$ cat config.mk
export PLATFORM = sky130hd
export DESIGN_NAME = tt_tick_timer
export DESIGN_NICKNAME = d
export VERILOG_FILES = /design/src/rtl/tt_pkg.sv /design/src/rtl/tt_decode.sv /design/src/rtl/tt_ctrl.sv /design/src/rtl/tt_counter.sv /design/src/rtl/tt_tick_timer.sv
export SDC_FILE = /design/constraint.sdc
export NUM_CORES = 1
export LEC_CHECK = 0
export CAP_MARGIN = 30
export CORE_ASPECT_RATIO = 0.7
export CORE_UTILIZATION = 55
export CTS_BUF_LIST = sky130_fd_sc_hd__clkbuf_2 sky130_fd_sc_hd__clkbuf_4 sky130_fd_sc_hd__clkbuf_8
export DETAILED_ROUTE_END_ITERATION = 8
export DONT_BUFFER_PORTS = 1
export PLACE_DENSITY = 0.75
export SLEW_MARGIN = 20
export SYNTH_ARGS = -nofsm -noshare
export SYNTH_HDL_FRONTEND = slang
export SYNTH_SLANG_ARGS = --single-unit
$ cat constraint.sdc
create_clock -name clk -period 4.4 [get_ports clk]
set_input_delay 0 -clock clk [delete_from_list [all_inputs] [get_ports clk]]
set_output_delay 0 -clock clk [all_outputs]
set_load 0.01 [all_outputs]
$ cat src/rtl/tt_pkg.sv
package tt_pkg;

    // Timer operating modes held in the top two bits of the control register
    typedef enum logic [1:0] {
        TM_OFF     = 2'b00,
        TM_RESTART = 2'b01,
        TM_ONESHOT = 2'b10,
        TM_FREE    = 2'b11
    } tmode_e;

    // Register group index shift of the special-register address space
    localparam int unsigned TT_GROUP_SHIFT = 11;
    localparam int unsigned TT_GROUP       = 10;
    localparam int unsigned TT_IDX_CTRL    = 0;
    localparam int unsigned TT_IDX_COUNT   = 1;

    // Decoded access strobes
    typedef struct packed {
        logic wr_ctrl;
        logic wr_cnt;
        logic sel_ctrl;
        logic sel_cnt;
    } tt_sel_t;

    function automatic int unsigned tt_addr(input int unsigned group, input int unsigned idx);
        return (group << TT_GROUP_SHIFT) + idx;
    endfunction

endpackage

$ cat src/rtl/tt_decode.sv
module tt_decode
    import tt_pkg::*;
#(
    parameter int ADDR_W = 16
) (
    input  logic              wr,
    input  logic [ADDR_W-1:0] addr,
    output tt_sel_t           sel
);
    localparam logic [ADDR_W-1:0] CTRL_A  = ADDR_W'(tt_addr(TT_GROUP, TT_IDX_CTRL));
    localparam logic [ADDR_W-1:0] COUNT_A = ADDR_W'(tt_addr(TT_GROUP, TT_IDX_COUNT));

    always_comb begin
        sel.sel_ctrl = (addr == CTRL_A);
        sel.sel_cnt  = (addr == COUNT_A);
        sel.wr_ctrl  = wr && sel.sel_ctrl;
        sel.wr_cnt   = wr && sel.sel_cnt;
    end
endmodule

$ cat src/rtl/tt_ctrl.sv
module tt_ctrl
    import tt_pkg::*;
#(
    parameter int DATA_W = 32
) (
    input  logic              clk,
    input  logic              rst,
    input  logic              wr_ctrl,
    input  logic [DATA_W-1:0] wdata,
    input  logic              match,
    output logic [DATA_W-1:0] ctrl_q,
    output logic              run
);
    localparam int PEND_BIT = DATA_W - 4;
    localparam int PER_W    = DATA_W - 4;

    tmode_e cur_mode, new_mode;
    logic   changed, oneshot_stop;

    assign cur_mode     = tmode_e'(ctrl_q[DATA_W-1 -: 2]);
    assign new_mode     = tmode_e'(wdata[DATA_W-1 -: 2]);
    assign changed      = wr_ctrl && (new_mode != cur_mode);
    assign oneshot_stop = match && (cur_mode == TM_ONESHOT);

    always_ff @(posedge clk) begin
        if (rst) begin
            ctrl_q <= '0;
            run    <= 1'b0;
        end else begin
            if (wr_ctrl) begin
                // Write data one keeps the flag, zero clears it
                ctrl_q <= {wdata[DATA_W-1:PEND_BIT+1],
                           wdata[PEND_BIT] & ctrl_q[PEND_BIT],
                           wdata[PER_W-1:0]};
            end else if (match) begin
                ctrl_q[PEND_BIT] <= 1'b1;
            end

            if (changed)
                run <= (new_mode != TM_OFF);
            else if (oneshot_stop)
                run <= 1'b0;
        end
    end
endmodule

$ cat src/rtl/tt_counter.sv
module tt_counter
    import tt_pkg::*;
#(
    parameter int DATA_W = 32
) (
    input  logic                clk,
    input  logic                rst,
    input  logic                run,
    input  tmode_e              mode,
    input  logic [DATA_W-5:0]   period,
    input  logic                wr_cnt,
    input  logic [DATA_W-1:0]   wdata,
    output logic [DATA_W-1:0]   cnt,
    output logic                match
);
    localparam int PER_W = DATA_W - 4;

    logic [DATA_W-1:0] inc;

    assign inc   = cnt + DATA_W'(1);
    assign match = run && (cnt[PER_W-1:0] == period);

    always_ff @(posedge clk) begin
        if (rst) begin
            cnt <= '0;
        end else if (wr_cnt) begin
            cnt <= wdata;
        end else if (run) begin
            unique case (mode)
                TM_RESTART: cnt <= match ? '0  : inc;
                TM_ONESHOT: cnt <= match ? cnt : inc;
                default:    cnt <= inc;
            endcase
        end
    end
endmodule

$ cat src/rtl/tt_tick_timer.sv
module tt_tick_timer
    import tt_pkg::*;
#(
    parameter int DATA_W = 32,
    parameter int ADDR_W = 16
) (
    input  logic              clk,
    input  logic              rst,
    input  logic              spr_wr,
    input  logic [ADDR_W-1:0] spr_addr,
    input  logic [DATA_W-1:0] spr_wdata,
    output logic [DATA_W-1:0] spr_rdata,
    output logic              tick_irq
);
    localparam int PEND_BIT = DATA_W - 4;
    localparam int IE_BIT   = DATA_W - 3;
    localparam int PER_W    = DATA_W - 4;

    tt_sel_t           sel;
    logic [DATA_W-1:0] ctrl_q;
    logic [DATA_W-1:0] cnt;
    logic              run;
    logic              match;

    tt_decode #(.ADDR_W(ADDR_W)) u_dec (
        .wr   (spr_wr),
        .addr (spr_addr),
        .sel  (sel)
    );

    tt_ctrl #(.DATA_W(DATA_W)) u_ctrl (
        .clk     (clk),
        .rst     (rst),
        .wr_ctrl (sel.wr_ctrl),
        .wdata   (spr_wdata),
        .match   (match),
        .ctrl_q  (ctrl_q),
        .run     (run)
    );

    tt_counter #(.DATA_W(DATA_W)) u_cnt (
        .clk    (clk),
        .rst    (rst),
        .run    (run),
        .mode   (tmode_e'(ctrl_q[DATA_W-1 -: 2])),
        .period (ctrl_q[PER_W-1:0]),
        .wr_cnt (sel.wr_cnt),
        .wdata  (spr_wdata),
        .cnt    (cnt),
        .match  (match)
    );

    always_comb begin
        if (sel.sel_ctrl)
            spr_rdata = ctrl_q;
        else if (sel.sel_cnt)
            spr_rdata = cnt;
        else
            spr_rdata = '0;
    end

    assign tick_irq = ctrl_q[PEND_BIT] & ctrl_q[IE_BIT];
endmodule

Word level (Yosys, flattened, before mapping)
Index checks and enable logic that the tools add are counted.
- word-level logic and storage cells: 35
- output and inout port bits: 33
- input port bits: 51
- bits in registers: 65
- reduce and logical (&&, ||, !) cells: 10
- add/subtract/negate cells: 1
- mux-type cells: 11
- eq/ne operators: 7
- bitwise operators: 2
- operators by type and width (operator ; number):
    32-bit 2-to-1 mux ; 6
    32-bit one-hot mux with 2 select lines ; 1
    32-bit by 1-bit adder with 32-bit output, second input constant ; 1
    16-bit by 15-bit == test with 1-bit output, second input constant ; 2
    28-bit == test ; 1
    2-bit nonzero test ; 4
    1-bit logical AND ; 5
    1-bit 2-to-1 mux ; 4
    3-bit by 2-bit != test with 1-bit output, second input constant ; 1
    1-bit AND ; 2
    2-bit by 1-bit == test with 1-bit output, second input constant ; 1
    2-bit == test, second input constant ; 1
    2-bit != test ; 1
    2-bit AND reduction ; 1

Depth between registers and ports, before layout
- depth in word-level cells: 6
- mapped depth: 10
- mapped depth without buffers: 8

Cells and area by module
A second synthesis with hierarchy kept.
- cells, all modules: 513
- area total of the unflattened synthesis: 4300.4 µm²
- modules (own cells, without submodules) (module ; seq. area each (µm²) ; times used ; area an instance (µm²) ; cells each):
    tt_counter ; 640.6 ; 1 ; 2583.7 ; 344
    tt_ctrl ; 660.6 ; 1 ; 1248.7 ; 113
    tt_tick_timer ; 0.0 ; 1 ; 367.9 ; 45
    tt_decode ; 0.0 ; 1 ; 100.1 ; 11

Least setup slack after synthesis
OpenSTA, ideal clock, no wires.
- path type: register to register
- start: register u_cnt.cnt[17]
- end: register u_cnt.cnt[30]
- buffers on the path: 1
- setup time: 0.080 ns
- data required time: 4.320 ns
- arrival: 2.323 ns
- cell stages (with the launch flop): 9
- slack: 1.997 ns
- period minus slack after synthesis: 2.403 ns
- path through: dfxtp_1 > xnor2_1 > o221ai_1 > or4_4 > or4_4 > o21ai_4 > buf_6 > a21oi_1 > a211oi_2
- word-level cells in the longest chain between the ends: 6
- elaborated cells on any way between the ends: 10
- classes of those cells: add/sub: 1; eq/ne: 2; mux: 5; reduce/logical: 2
- RTL lines (element ; line ; text):
    start: declaration ; tt_counter.sv:13 ; output logic [DATA_W-1:0] cnt,
    start signal: assignment ; tt_counter.sv:27 ; cnt <= wdata;
    start signal: assignment ; tt_counter.sv:30 ; TM_RESTART: cnt <= match ? '0 : inc;
    start signal: assignment ; tt_counter.sv:31 ; TM_ONESHOT: cnt <= match ? cnt : inc;
    parallel branches: the longest is 6 deep, another holds 32-bit by 1-bit adder with 32-bit output ; n/a ;
Several ways; the timed one is not identified. The select of a mux whose other input is x is not followed.
A chain may end at the register's enable or synchronous reset.

Worst setup path in the final report
- start: register u_cnt.cnt[23]
- end: register u_cnt.cnt[7]
- word-level cells in the longest chain between the ends: 6
- elaborated cells on any way between the ends: 8
- classes of those cells: eq/ne: 2; mux: 4; reduce/logical: 2
- RTL lines (element ; line ; text):
    28-bit == test * ; tt_counter.sv:21 ; assign match = run && (cnt[PER_W-1:0] == period);
    1-bit logical AND * ; tt_counter.sv:21 ;
    32-bit 2-to-1 mux ; tt_counter.sv:30 ;
    32-bit one-hot mux with 2 select lines ; tt_counter.sv:29 ; unique case (mode)
    32-bit 2-to-1 mux ; tt_counter.sv:28 ; end else if (run) begin
    32-bit 2-to-1 mux ; tt_counter.sv:26 ; end else if (wr_cnt) begin
Every way passes the cells marked *; elsewhere a longest branch is shown, timed or not. The select of a mux whose other input is x is not followed.

==> results by group <==
Drt
  – DRC viols: 0
  – ANT nets after route: 0
  – Drt initial violations: 510
  – Drt pass-1 iters: 5
  – Vias per std cell: roughly 6.3
  – Via count: between 4k and 5k
  – Final WL: around 13000 um
  – Per-cell routed wire length: around 19 um

Placed design
  – GP Congestion: between 0.9 and 1
  – Area post-placement: roughly 0.0042 mm2
  – Port Buffers: 0
  – Dpl hpwl: around 8400 um

Worst hold path
  – Hold Path End: u_ctrl.run
  – Worst min-delay path category: primary input to flop
  – Hold Path Cell Cnt: 2
  – Hold_sp: spr_wdata[31]

Floorplanning
  – Row count: 26
  – Core Footprint: ~0.0074 mm2
  – Die Ht: between 70 and 80 um
  – Die area: approximately 0.0081 mm2
  – IO Pins: 84
  – Initial Util: 0.574
  – Die X: approximately 110 um

Setup path
  – Worst-path fanout max: 32
  – CP top delay family: simple AND/OR/NAND/NOR gates
  – Critical path startpoint category: flop
  – Reg2reg start: u_cnt.cnt[23]
  – Top cell by count, worst path: or4_4
  – CP max stage delay: 0.75 ns
  – FF-to-FF path depth: 8
  – Arrival time of the worst setup path: 4.06 ns
  – CP Buf/Inv Count: 1
  – R2r setup slk: about 0.65 ns
  – Type of destination of the critical path: flop
  – CP max-delay cell: o21ai_4
  – CP cell instances: xnor2_1 -> nand2_1 -> or4_4 -> or4_4 -> o21ai_4 -> nor2_1 -> a211oi_2 -> dlygate4sd3_1
  – Crit path kind: flop to flop
  – WP data required: about 4.7 ns
  – RR Endpoint: u_cnt.cnt[7]

Clock tree
  – Post-CTS resize count: 0
  – Clk Latency, worst-skew pair: roughly 0.36 ns
  – Root buffer cell: clkbuf_8
  – Clk slew on worst S/H paths: around 0.070 ns
  – Sink Count: 65
  – Total CTS buffers: 9
  – TritonCTS clock tree: built
  – Longest Clk Path Bufs: 2
  – # H-tree levels: 3
  – Hold_buf cts: 43
  – Post-CTS setup buffer count: 0

Power
  – Max VDD drop: approximately 0.00019 V
  – Pwr Total: between 1 and 1.5 mW
  – Pleak: about 1.7 nW
  – Pwr per Cell Area: between 200 and 250 mW/mm2

STA
  – Worst clock skew: ~0.0077 ns
  – Hold Vio Cnt, Final: 0
  – Minimum clock period after layout: about 3.8 ns
  – Max_slew headroom: 0.373
  – Max Clk Rate: 266 MHz
  – Worst Tran Pin Value: about 0.94 ns
  – Setup-failing EPs final: 0
  – Final setup TNS: 0 ns
  – RSZ-0062 raised after global routing: false
  – Max-slew violations: 0
  – Fin crit share: 0.853

Logic synthesis
  – Main synth FF type: dfxtp_1
  – Sequential share of the synthesized area: 0.307
  – Synth Warn #: 0
  – Post-synthesis cell area: roughly 0.0042 mm2
  – Post-synthesis sequential element count: 65
  – Synthesized net count: 645
  – Distinct cells, synth: between 40 and 50
  – Mapped Cells: approximately 590
  – Post-synth EDFFs: 0
  – Async set-reset flop share out of synthesis: 0
  – Average cell area after synthesis: just over 7 um2

Cells and area
  – Nets: approximately 660
  – N_diodes: 0
  – Share of layout cells above drive strength 1: 0.0721
  – Finished layout cell area: 0.00486 mm2
  – Layout area overhead: 14.8%

Job
  – Max-cap violations: 0

GRT
  – Total grt overflow: 0
  – Largest net degree at the start of global routing: 67
  – Total Routing Usage GR: 0.329
  – Vias in the first global route: between 3k and 4k
  – First-pass GRT wire length: between 20000 and 25000 um
  – Initial antenna violation count: 0

Run status
  – Status: completed
[worst max-delay path by stage]
stage | start | to | slack [ns] | cells after the start
2_1_floorplan | u_cnt.cnt[17] | u_cnt.cnt[30] | 2.00 | 8
3_5_place_dp | u_cnt.cnt[23] | u_cnt.cnt[12] | 1.26 | 7
6_report | u_cnt.cnt[23] | u_cnt.cnt[7] | 0.65 | 8
4_1_cts | u_cnt.cnt[23] | u_cnt.cnt[7] | 0.74 | 8
3_3_place_gp | spr_addr[5] | u_ctrl.run | 1.29 | 6
5_1_grt | u_cnt.cnt[21] | u_cnt.cnt[7] | 0.52 | 8
[stage by stage]
| step | hold WS (ns) | setup WS, ns | util | instances |
|---|---|---|---|---|
| after floorplan | 0.140 | 2.00 | - | 593 |
| after global placement | 0.0702 | 1.29 | 0.573 | 648 |
| after detailed placement | 0.0738 | 1.26 | 0.574 | 648 |
| after CTS | 0.000610 | 0.735 | 0.657 | 707 |
| after global routing | 0.00486 | 0.523 | 0.658 | 708 |
| final | 0.00725 | 0.647 | 0.658 | 708 |
[final cells by class]
cell class / count / area, um2
Fill cell: 670 / 2520
Tap cell: 98 / 123
Timing Repair Buffer: 52 / 519
Sequential cell: 65 / 1300
Clock inverter: 4 / 20.0
Clock buffer: 12 / 146
Inverter: 15 / 56.3
Multi-Input combinational cell: 462 / 2700
[power by group]
| group | switching [mW] | internal (mW) |
|---|---|---|
| registers | 0.000868 | 0.589 |
| clock network | 0.238 | 0.220 |
| logic | 0.0246 | 0.0331 |
| total | 0.263 | 0.841 |
[cells in the final DEF, fill, tap and decap left out, types with 10 or more instances in the layout]
cell / instances
nor2b_1: 12
o21ai_0: 21
nor4_1: 15
nand3_1: 14
a21oi_1: 40
dfxtp_1: 65
a211oi_2: 10
inv_1: 15
nor3_1: 29
o21ai_1: 14
nand2_1: 88
mux2i_1: 32
xor2_1: 24
dlygate4sd3_1: 42
nor2_1: 82
[synthesized netlist by cell type, types with 8 or more instances]
library cell	number	area, um2
a211oi_1	8	60.1
a211oi_2	10	125
a21oi_1	40	200
a31oi_1	8	50.1
clkbuf_1	41	154
dfxtp_1	65	1300
inv_1	15	56.3
mux2i_1	32	320
nand2_1	88	330
nand3_1	14	70.1
nand4_1	9	56.3
nor2_1	82	308
nor2b_1	12	75.1
nor3_1	31	155
nor4_1	15	93.8
o21ai_0	21	105
o21ai_1	14	70.1
xor2_1	24	210
[flip-flops by register name (all words and copies together) (netlist names)]
register,count
u_cnt.cnt,32
u_ctrl.ctrl_q,32
u_ctrl.run,1
[metal layers]
| layer | GRT usage | wire length, um |
|---|---|---|
| met1 | 0.454 | 5770 |
| met2 | 0.495 | 5750 |
| met3 | 0.0975 | 1380 |
| met4 | 0.108 | 229 |
| met5 | 0 | 0 |
[logic make-up (layout without fill, tap and decap cells)]
logic type | after synthesis | after routing | synth area share
mux | 32 | 32 | 0.0756
xor+xnor | 27 | 27 | 0.0558
compound gates | 124 | 124 | 0.190
buf+inv | 66 | 83 | 0.0641
flops | 65 | 65 | 0.307
fa+ha+maj | 1 | 1 | 0.00295
simple gates | 278 | 278 | 0.304
Note: power is estimated with default switching activity, not from simulation.
